## src/rtl/capture_timer.sv

```systemverilog
module capture_timer #(
  parameter int CNT_W  = 16,
  parameter int SYNC_N = 2,
  parameter int ADDR_W = 8
) (
  input  logic              clk,
  input  logic              rst_n,
  input  logic              ext_clk_i,
  input  logic              gate_i,
  input  logic              pin_a_i,
  input  logic              pin_b_i,
  input  logic              wr_en_i,
  input  logic              rd_en_i,
  input  logic [ADDR_W-1:0] addr_i,
  input  logic [31:0]       wdata_i,
  output logic [31:0]       rdata_o,
  output logic              rvalid_o,
  output logic              irq_o
);
  localparam int IN_N   = 4;
  localparam int MODE_W = 13;
  localparam logic [CNT_W-1:0]  CNT_MAX   = '1;
  localparam logic [ADDR_W-1:0] OFS_CTRL  = ADDR_W'('h00);
  localparam logic [ADDR_W-1:0] OFS_MODE  = ADDR_W'('h04);
  localparam logic [ADDR_W-1:0] OFS_CV    = ADDR_W'('h10);
  localparam logic [ADDR_W-1:0] OFS_RA    = ADDR_W'('h14);
  localparam logic [ADDR_W-1:0] OFS_RB    = ADDR_W'('h18);
  localparam logic [ADDR_W-1:0] OFS_RC    = ADDR_W'('h1C);
  localparam logic [ADDR_W-1:0] OFS_STAT  = ADDR_W'('h20);
  localparam logic [ADDR_W-1:0] OFS_IEN   = ADDR_W'('h24);
  localparam logic [ADDR_W-1:0] OFS_IDIS  = ADDR_W'('h28);
  localparam logic [ADDR_W-1:0] OFS_IMASK = ADDR_W'('h2C);

  // input synchronisers: index 0 ext clock, 1 gate, 2 pin A, 3 pin B
  logic [IN_N-1:0] raw_in, lvl, rise, fall;
  assign raw_in = {pin_b_i, pin_a_i, gate_i, ext_clk_i};

  for (genvar gi = 0; gi < IN_N; gi++) begin : g_sync
    logic [SYNC_N:0] pipe;
    always_ff @(posedge clk or negedge rst_n)
      if (!rst_n) pipe <= '0;
      else        pipe <= {pipe[SYNC_N-1:0], raw_in[gi]};
    assign lvl[gi]  = pipe[SYNC_N-1];
    assign rise[gi] = pipe[SYNC_N-1] & ~pipe[SYNC_N];
    assign fall[gi] = ~pipe[SYNC_N-1] & pipe[SYNC_N];
  end

  function automatic logic edge_hit(input logic [1:0] code, input logic r, input logic f);
    return (code[0] & r) | (code[1] & f);
  endfunction

  logic [MODE_W-1:0] mode_q;
  logic [CNT_W-1:0]  cnt_q, ra_q, rb_q, rc_q;
  logic [7:0]        sts_q, imask_q, evt;
  logic              clk_on_q, frozen_q, ra_done_q, ra_unread_q, rb_unread_q;

  logic       src_ext, clk_inv, gate_en, stop_rb, dis_rb, trg_sel_a, rc_trg;
  logic [1:0] ra_edge, rb_edge, trg_edge;
  assign src_ext   = mode_q[0];
  assign clk_inv   = mode_q[1];
  assign gate_en   = mode_q[2];
  assign ra_edge   = mode_q[4:3];
  assign rb_edge   = mode_q[6:5];
  assign stop_rb   = mode_q[7];
  assign dis_rb    = mode_q[8];
  assign trg_edge  = mode_q[10:9];
  assign trg_sel_a = mode_q[11];
  assign rc_trg    = mode_q[12];

  logic wr_ctrl, wr_mode, wr_rc, wr_ien, wr_idis, rd_ra, rd_rb, rd_stat;
  assign wr_ctrl = wr_en_i && addr_i == OFS_CTRL;
  assign wr_mode = wr_en_i && addr_i == OFS_MODE;
  assign wr_rc   = wr_en_i && addr_i == OFS_RC;
  assign wr_ien  = wr_en_i && addr_i == OFS_IEN;
  assign wr_idis = wr_en_i && addr_i == OFS_IDIS;
  assign rd_ra   = rd_en_i && addr_i == OFS_RA;
  assign rd_rb   = rd_en_i && addr_i == OFS_RB;
  assign rd_stat = rd_en_i && addr_i == OFS_STAT;

  logic tick, count_en, rc_hit, sw_trg, ext_trg, trig, ovf, ra_ld, rb_ld, lovr;
  assign tick     = src_ext ? (clk_inv ? fall[0] : rise[0]) : 1'b1;
  assign count_en = clk_on_q && !frozen_q && tick && (!gate_en || lvl[1]);
  assign rc_hit   = count_en && cnt_q == rc_q;
  assign sw_trg   = wr_ctrl && wdata_i[2];
  assign ext_trg  = trg_sel_a ? edge_hit(trg_edge, rise[2], fall[2])
                              : edge_hit(trg_edge, rise[3], fall[3]);
  assign trig     = sw_trg || ext_trg || (rc_hit && rc_trg);
  assign ovf      = count_en && !trig && cnt_q == CNT_MAX;
  assign ra_ld    = edge_hit(ra_edge, rise[2], fall[2]) && !ra_done_q;
  assign rb_ld    = edge_hit(rb_edge, rise[2], fall[2]) && ra_done_q;
  assign lovr     = (ra_ld && ra_unread_q) || (rb_ld && rb_unread_q);
  assign evt      = {ext_trg, rb_ld, ra_ld, rc_hit, 2'b00, lovr, ovf};

  always_ff @(posedge clk or negedge rst_n) begin
    if (!rst_n) begin
      mode_q  <= '0;
      rc_q    <= '1;
      imask_q <= '0;
    end else begin
      if (wr_mode) mode_q <= wdata_i[MODE_W-1:0];
      if (wr_rc)   rc_q   <= wdata_i[CNT_W-1:0];
      if (wr_ien)  imask_q <= imask_q | wdata_i[7:0];
      else if (wr_idis) imask_q <= imask_q & ~wdata_i[7:0];
    end
  end

  always_ff @(posedge clk or negedge rst_n) begin
    if (!rst_n) begin
      cnt_q    <= '0;
      clk_on_q <= 1'b0;
      frozen_q <= 1'b0;
    end else begin
      if (trig)          cnt_q <= '0;
      else if (count_en) cnt_q <= cnt_q + 1'b1;
      if ((wr_ctrl && wdata_i[1]) || (rb_ld && dis_rb)) clk_on_q <= 1'b0;
      else if (wr_ctrl && wdata_i[0])                   clk_on_q <= 1'b1;
      if (trig)                  frozen_q <= 1'b0;
      else if (rb_ld && stop_rb) frozen_q <= 1'b1;
    end
  end

  always_ff @(posedge clk or negedge rst_n) begin
    if (!rst_n) begin
      ra_q        <= '0;
      rb_q        <= '0;
      ra_done_q   <= 1'b0;
      ra_unread_q <= 1'b0;
      rb_unread_q <= 1'b0;
    end else begin
      if (ra_ld) ra_q <= cnt_q;
      if (rb_ld) rb_q <= cnt_q;
      if (trig)       ra_done_q <= 1'b0;
      else if (ra_ld) ra_done_q <= 1'b1;
      else if (rb_ld) ra_done_q <= 1'b0;
      if (ra_ld)      ra_unread_q <= 1'b1;
      else if (rd_ra) ra_unread_q <= 1'b0;
      if (rb_ld)      rb_unread_q <= 1'b1;
      else if (rd_rb) rb_unread_q <= 1'b0;
    end
  end

  logic [31:0] rd_mux;
  always_comb begin
    rd_mux = '0;
    case (addr_i)
      OFS_MODE:  rd_mux = 32'(mode_q);
      OFS_CV:    rd_mux = 32'(cnt_q);
      OFS_RA:    rd_mux = 32'(ra_q);
      OFS_RB:    rd_mux = 32'(rb_q);
      OFS_RC:    rd_mux = 32'(rc_q);
      OFS_STAT:  rd_mux = {15'd0, clk_on_q, 8'd0, sts_q};
      OFS_IMASK: rd_mux = {24'd0, imask_q};
      default:   rd_mux = '0;
    endcase
  end

  always_ff @(posedge clk or negedge rst_n) begin
    if (!rst_n) begin
      sts_q    <= '0;
      rdata_o  <= '0;
      rvalid_o <= 1'b0;
    end else begin
      sts_q    <= rd_stat ? evt : (sts_q | evt);
      rvalid_o <= rd_en_i;
      if (rd_en_i) rdata_o <= rd_mux;
    end
  end

  assign irq_o = |(sts_q & imask_q);

  logic unused_bits;
  assign unused_bits = ^{wdata_i[31:MODE_W], lvl[0], lvl[3:2], rise[1], fall[1]};

  a_r2_disable_wins: assert property (@(posedge clk) disable iff (!rst_n)
    (wr_ctrl && wdata_i[1]) |=> !clk_on_q);
  a_r4_wrap_flag: assert property (@(posedge clk) disable iff (!rst_n)
    (count_en && !trig && cnt_q == CNT_MAX) |=> (cnt_q == '0 && sts_q[0]));
  a_r5_ra_held: assert property (@(posedge clk) disable iff (!rst_n)
    (ra_done_q && !trig) |=> $stable(ra_q));
  a_r6_rb_rearms: assert property (@(posedge clk) disable iff (!rst_n)
    rb_ld |=> !ra_done_q);
  a_r8_frozen_count: assert property (@(posedge clk) disable iff (!rst_n)
    (frozen_q && !trig) |=> $stable(cnt_q));
  a_r11_rc_restart: assert property (@(posedge clk) disable iff (!rst_n)
    (rc_hit && rc_trg) |=> (cnt_q == '0 && sts_q[4]));
  a_r12_read_latency: assert property (@(posedge clk) disable iff (!rst_n)
    rd_en_i |=> rvalid_o);
endmodule

```

## config.mk

```make
export PLATFORM = sky130hd
export DESIGN_NAME = capture_timer
export DESIGN_NICKNAME = d
export VERILOG_FILES = /design/src/rtl/capture_timer.sv
export SDC_FILE = /design/constraint.sdc
export NUM_CORES = 1
export LEC_CHECK = 0
export BUFFER_PORTS_ARGS = -buffer_cell sky130_fd_sc_hd__buf_4
export CAP_MARGIN = 10
export CORE_MARGIN = 8
export CORE_UTILIZATION = 35
export CTS_BUF_LIST = sky130_fd_sc_hd__clkbuf_4
export CTS_CLUSTER_DIAMETER = 200
export DETAILED_ROUTE_END_ITERATION = 10
export PLACE_DENSITY = 0.64
export SYNTH_ARGS = -nofsm -noshare
export SYNTH_HDL_FRONTEND = slang
export SYNTH_SLANG_ARGS = --single-unit
```

## constraint.sdc

```tcl
create_clock -name clk -period 2.38 [get_ports clk]
set_clock_uncertainty 0.15 [all_clocks]
set_input_delay 0.476 -clock clk [delete_from_list [all_inputs] [get_ports clk]]
set_output_delay 0.476 -clock clk [all_outputs]
set_load 0.03 [all_outputs]
```

; After elaboration in Yosys (flattened, before gate mapping)
; Cells that the tools add are included.
[totals]
register_bits = 142
in_bits = 48
elab_cells = 121
[op_classes]
add_sub_neg = 1
eq_ne = 11
mux = 20
n_bitwise = 29
n_reduce_logical = 42
[op_table]
columns = operator, count
row1 = case mux 17 bit (7 select lines), 1
row2 = "== test 8 x 5 -> 1 bit, second input constant", 4
row3 = "== test 8 x 6 -> 1 bit, second input constant", 4
row4 = 2-to-1 mux 16 bit, 2
row5 = logical AND 1 bit, 24
row6 = 2-to-1 mux 8 bit, 3
row7 = "adder 16 x 1 -> 16 bit, second input constant", 1
row8 = bitwise AND 8 bit, 2
row9 = == test 16 bit, 1
row10 = "== test 16 bit, second input constant", 1
row11 = OR 8 bit, 2
row12 = bitwise AND 1 bit, 14
row13 = 2-to-1 mux 1 bit, 14
row14 = nonzero test 2 bit, 6
row15 = "== test 8 x 3 -> 1 bit, second input constant", 1
row16 = zero test 8 bit, 1
row17 = NOT 8 bit, 1
row18 = OR reduction 8 bit, 1
row19 = NOT 1 bit, 6
row20 = logical OR 1 bit, 5
row21 = zero test 1 bit, 4
row22 = OR 1 bit, 4
row23 = nonzero test 3 bit, 1

; Longest topological paths before layout
[logic_depth]
word_depth = 14
mapped_depth = 7
mapped_depth_nobuf = 6

; Least setup slack after synthesis
; Ideal clock, no wire load.
[synth_path]
kind = input-to-reg
startpoint = input port addr_i[2]
endpoint = register mode_q[10]
arrival_time_ns = 1.947
required_time_ns = 2.105
path_slack_ns = 0.158
cell_stages = 6
path_buffers = 2
path_cell_list = buf_2 > or3b_2 > nor3_4 > nand2_4 > buf_6 > mux2_4
[synth_via]
elab_chain_len = 2
[synth_lines]
columns = element, line_no
row1 = from (decl), 14  ; input logic [ADDR_W-1:0] addr_i,
row2 = == test 8 x 3 -> 1 bit, 72  ; assign wr_mode = wr_en_i && addr_i == OFS_MODE;
row3 = logical AND 1 bit, 72
row4 = to (signal assigned), 100  ; if (wr_mode) mode_q <= wdata_i[MODE_W-1:0];
row5 = to (decl), 52  ; logic [MODE_W-1:0] mode_q;
; Every way passes these cells.
; A chain may end at the register's enable or synchronous reset.

; Worst setup path after layout
[layout_path]
startpoint = register sts_q[7]
endpoint = output port irq_o
[layout_via]
elab_chain_len = 2
[layout_lines]
columns = element, line_no
row1 = from (decl), 54  ; logic [7:0] sts_q, imask_q, evt;
row2 = from (signal assigned), 163  ; sts_q <= rd_stat ? evt : (sts_q | evt);
row3 = bitwise AND 8 bit, 169  ; assign irq_o = |(sts_q & imask_q);
row4 = OR reduction 8 bit, 169
row5 = to (decl), 18  ; output logic irq_o
; Every way passes these cells.

==> impl_metrics.py <==
metrics = {
    "floorplan": {
        "chipHeight_um": 147,
        "row_count": 48,
        "io_pins": 82,
        "dieWidth_um": 147,
        "die_area_um2": 21600,
        "initial_core_util": 0.352,
        "design.core.area_um2": 17100,
    },
    "synth": {
        "synth.mux.area_fraction": 0.120,
        "yosys.cell_count.top_type": "dfrtp_1",
        "synth-async-reset-ratio": 1.00,
        "synth_top_family_by_area": "simple AND/OR/NAND/NOR gates",
        "synthDominantCellAreaShare": 0.454,
        "yosysWarnings": 0,
        "yosysSeqAreaShare": 0.524,
        "xor_xnor_share_of_the_synthesized_area": 0.0438,
        "synth_area_per_cell_um2": 11.1,
        "yosys.area.top_type": "dfrtp_1",
        "netlist-cell-type-count": 55,
        "synth_enable_flop_cells": 0,
        "netlist_top_cells_area": "dfrtp_1 (45%), mux2_2 (7.1%), dfstp_2 (7.0%)",
        "synthTopCellsByCount": "dfrtp_1 (109), nand2_1 (86), mux2_2 (38), nor2_1 (32), xor2_1 (29)",
        "mappedNetlistArea_um2": 6010,
        "main_synth_ff_type": "dfrtp_1",
        "ys_seq_elements": 125,
        "postSynthCellCount": 540,
        "synth_compound_gate_area_share": 0.111,
        "post_synthesis_adder_cell_area_fraction": 0.00208,
        "synth-simple-area-share": 0.149,
    },
    "setup_path": {
        "timing.setup.critical_path_class": "flop to output pin",
        "cp-start-kind": "flop",
        "path_max_fanout": 3,
        "crit_path_max_incr_delay_ps": 460,
        "worstPathRequired_ps": 1750,
        "worstSetupEndpointType": "output pin",
        "critical_path.cell_chain": "a22oi_1 > nand3_1 > buf_4",
        "timing.critical_path.arrival_ps": 1530,
        "critical_path.slowest_cell": "dfrtp_1",
        "register_to_register_setup_slack_ps": 250,
    },
    "clock_tree": {
        "htreeDepth": 4,
        "hold_buffers": 16,
        "tritoncts": "built",
        "post_cts_resize_count": 0,
        "cts_root_buffer": "clkbuf_4",
        "worst_setup_hold_path_clk_slew_ps": 110,
        "post-cts-setup-buffers": 0,
        "cts_made_buffers": 17,
        "clock_tree.buffer_depth": 2,
        "clock-sinks": 125,
        "clock_insertion_delay_worst_skew_ps": 550,
    },
    "routing": {
        "detail_route.wirelength_mm": 16.5,
        "viasPerCell": 5.34,
        "drtIter0Drc": 345,
        "detailroute.via_count": 4639,
        "antenna_violating_nets_post_route": 0,
        "drc_errors": 0,
        "dr.pass1.iters": 5,
        "wl_per_cell_um": 19.0,
    },
    "grt": {
        "grt_pass1_wl_mm": 26.8,
        "grt_pass1_vias": 4853,
        "gr-total-overflow": 0,
        "number_of_antenna_violations_at_the_first_check_in_global_routing": 1,
        "grt.total_usage": 0.158,
        "grt_max_degree": 45,
    },
    "sta": {
        "slew_headroom": 0.580,
        "finalCriticalPeriod_ps": 2150,
        "finalSetupViolCount": 0,
        "fmaxAchievable_ghz": 0.464,
        "setup_tns_ps": 0,
        "timing_hold_violations_final": 0,
        "report.final.slew_viol_count": 0,
        "layout_worst_path_cycle_share": 0.905,
        "final_worst_setup_slack_ps": 225,
        "rsz0062_at_grt": "no",
        "max_slew.worst_pin.slew_ps": 628,
    },
    "pwr": {
        "power_leakage_uw": 0.00348,
        "cell_internal_pwr_uw": 3110,
        "switching_power_summed_over_all_nets_uw": 1150,
        "seq_pwr_share": 0.552,
        "vdd_ir_drop_max_mv": 0.271,
        "combinationalPowerShare": 0.117,
        "p_per_area_nw_per_um2": 589,
        "power.clock.fraction": 0.331,
        "swShare": 0.271,
    },
    "layout": {
        "post_route_cells_drive_above_1_share": 0.295,
        "final.fill_count": 1614,
        "syn2layout_area_growth_pct": 20.5,
        "nNetsFinal": 680,
    },
    "placement": {
        "gp_routability_congestion": 0.899,
        "detailedPlace.worstSlack_ps": -13.6,
        "half_perimeter_wire_length_after_detailed_placement_mm": 12.1,
        "io_buffers": 50,
    },
    "job": {
        "cap_viol_max_count": 0,
    },
    "run_status": {
        "status": "finished clean",
    },
    "min_path": {
        "timing.hold.worst.class": "input pin to flop",
    },
}
==> cell families (layout without fill, tap and decap cells) <==
logic type | Yosys count | count (layout)
compound gates | 82 | 82
xor+xnor | 30 | 30
fa+ha+maj | 1 | 1
buf+inv | 55 | 144
flops | 125 | 125
mux | 61 | 61
other cells | 1 | 16
simple gates | 185 | 185
==> critical path, delay by kind of cell, from the launching register on <==
kind | cells | cell delay, ps
compound gates | 1 | 230
buf+inv | 1 | 190
flops | 1 | 460
simple gates | 1 | 120
==> metal layers <==
metal	vias to the layer above	global-route usage	share of wire
li1	2089	-	-
met1	2346	0.201	0.44
met2	165	0.236	0.46
met3	39	0.0501	0.067
met4	0	0.0785	0.035
met5	-	0	0
==> registers in the layout, indices dropped and copies added (netlist names) <==
name,flops
ra_q,16
rvalid_o,1
mode_q,13
imask_q,8
frozen_q,1
rb_unread_q,1
g_sync.pipe,11
clk_on_q,1
cnt_q,16
rdata_o,17
rc_q,16
rb_q,16
sts_q,6
ra_done_q,1
ra_unread_q,1
==> placed cells by master, fill, tap and decap left out, types with 7 or more instances in the layout <==
cell type | Yosys | routed
dfrtp_1 | 109 | 109
nand2_1 | 86 | 86
buf_4 | 17 | 83
mux2_2 | 38 | 38
nor2_1 | 32 | 32
xor2_1 | 29 | 29
clkbuf_4 | 0 | 21
nand3_1 | 16 | 16
dlygate4sd3_1 | 0 | 16
dfstp_2 | 16 | 16
a22o_1 | 15 | 15
conb_1 | 1 | 15
mux2i_1 | 13 | 13
o2bb2ai_1 | 11 | 11
and3_1 | 9 | 9
nand4_1 | 9 | 9
a21oi_1 | 9 | 9
a221oi_1 | 9 | 9
inv_1 | 8 | 8
mux2_4 | 8 | 8
nor3_1 | 7 | 7
a22oi_1 | 7 | 7
a222oi_1 | 7 | 7
==> worst paths after layout <==
path | startpoint | endpoint | cells past startpoint
max in group asynchronous | rst_n | rc_q[11] | 3
min in group asynchronous | rst_n | sts_q[1] | 2
worst max-delay path | sts_q[7] | irq_o | 3
worst min register to register | g_sync[2].pipe[0] | g_sync[2].pipe[1] | 0
worst max register to register | cnt_q[4] | cnt_q[15] | 5
worst min-delay path | wdata_i[2] | imask_q[2] | 2
==> stage by stage <==
step | utilization | hold WS, ps | power [uW] | cell area [um2] | cells
2_1_floorplan | - | 30.4 | 2630 | 6060 | 554
3_3_place_gp | 0.400 | 182 | 2840 | 6820 | 821
3_5_place_dp | 0.400 | 197 | 2860 | 6820 | 821
4_1_cts | 0.424 | 1.59 | 4290 | 7230 | 868
5_1_grt | 0.424 | 2.53 | 4450 | 7240 | 869
6_report | 0.424 | 36.2 | 4260 | 7240 | 869
==> power groups by stage <==
stage | Sequential [uW] | Combinational (uW) | Clock (uW)
after floorplan | 2350 | 278 | 0
after global placement | 2380 | 464 | 0
after detailed placement | 2390 | 476 | 0
after CTS | 2350 | 500 | 1450
after global routing | 2360 | 546 | 1540
final | 2350 | 499 | 1410
==> area by class of cell <==
| cell class | count | area, um2 | area share |
|---|---|---|---|
| Multi-Input combinational cell | 374 | 2620 | 0.361 |
| Clock buffer | 21 | 158 | 0.0218 |
| Antenna cell | 1 | 2.50 | 0.000346 |
| Clock inverter | 10 | 98.8 | 0.0137 |
| Inverter | 8 | 30.0 | 0.00415 |
| Sequential cell | 125 | 3150 | 0.435 |
| Tap cell | 225 | 282 | 0.0389 |
| Timing Repair Buffer | 105 | 903 | 0.125 |
Power figures use the tool's default switching activity.
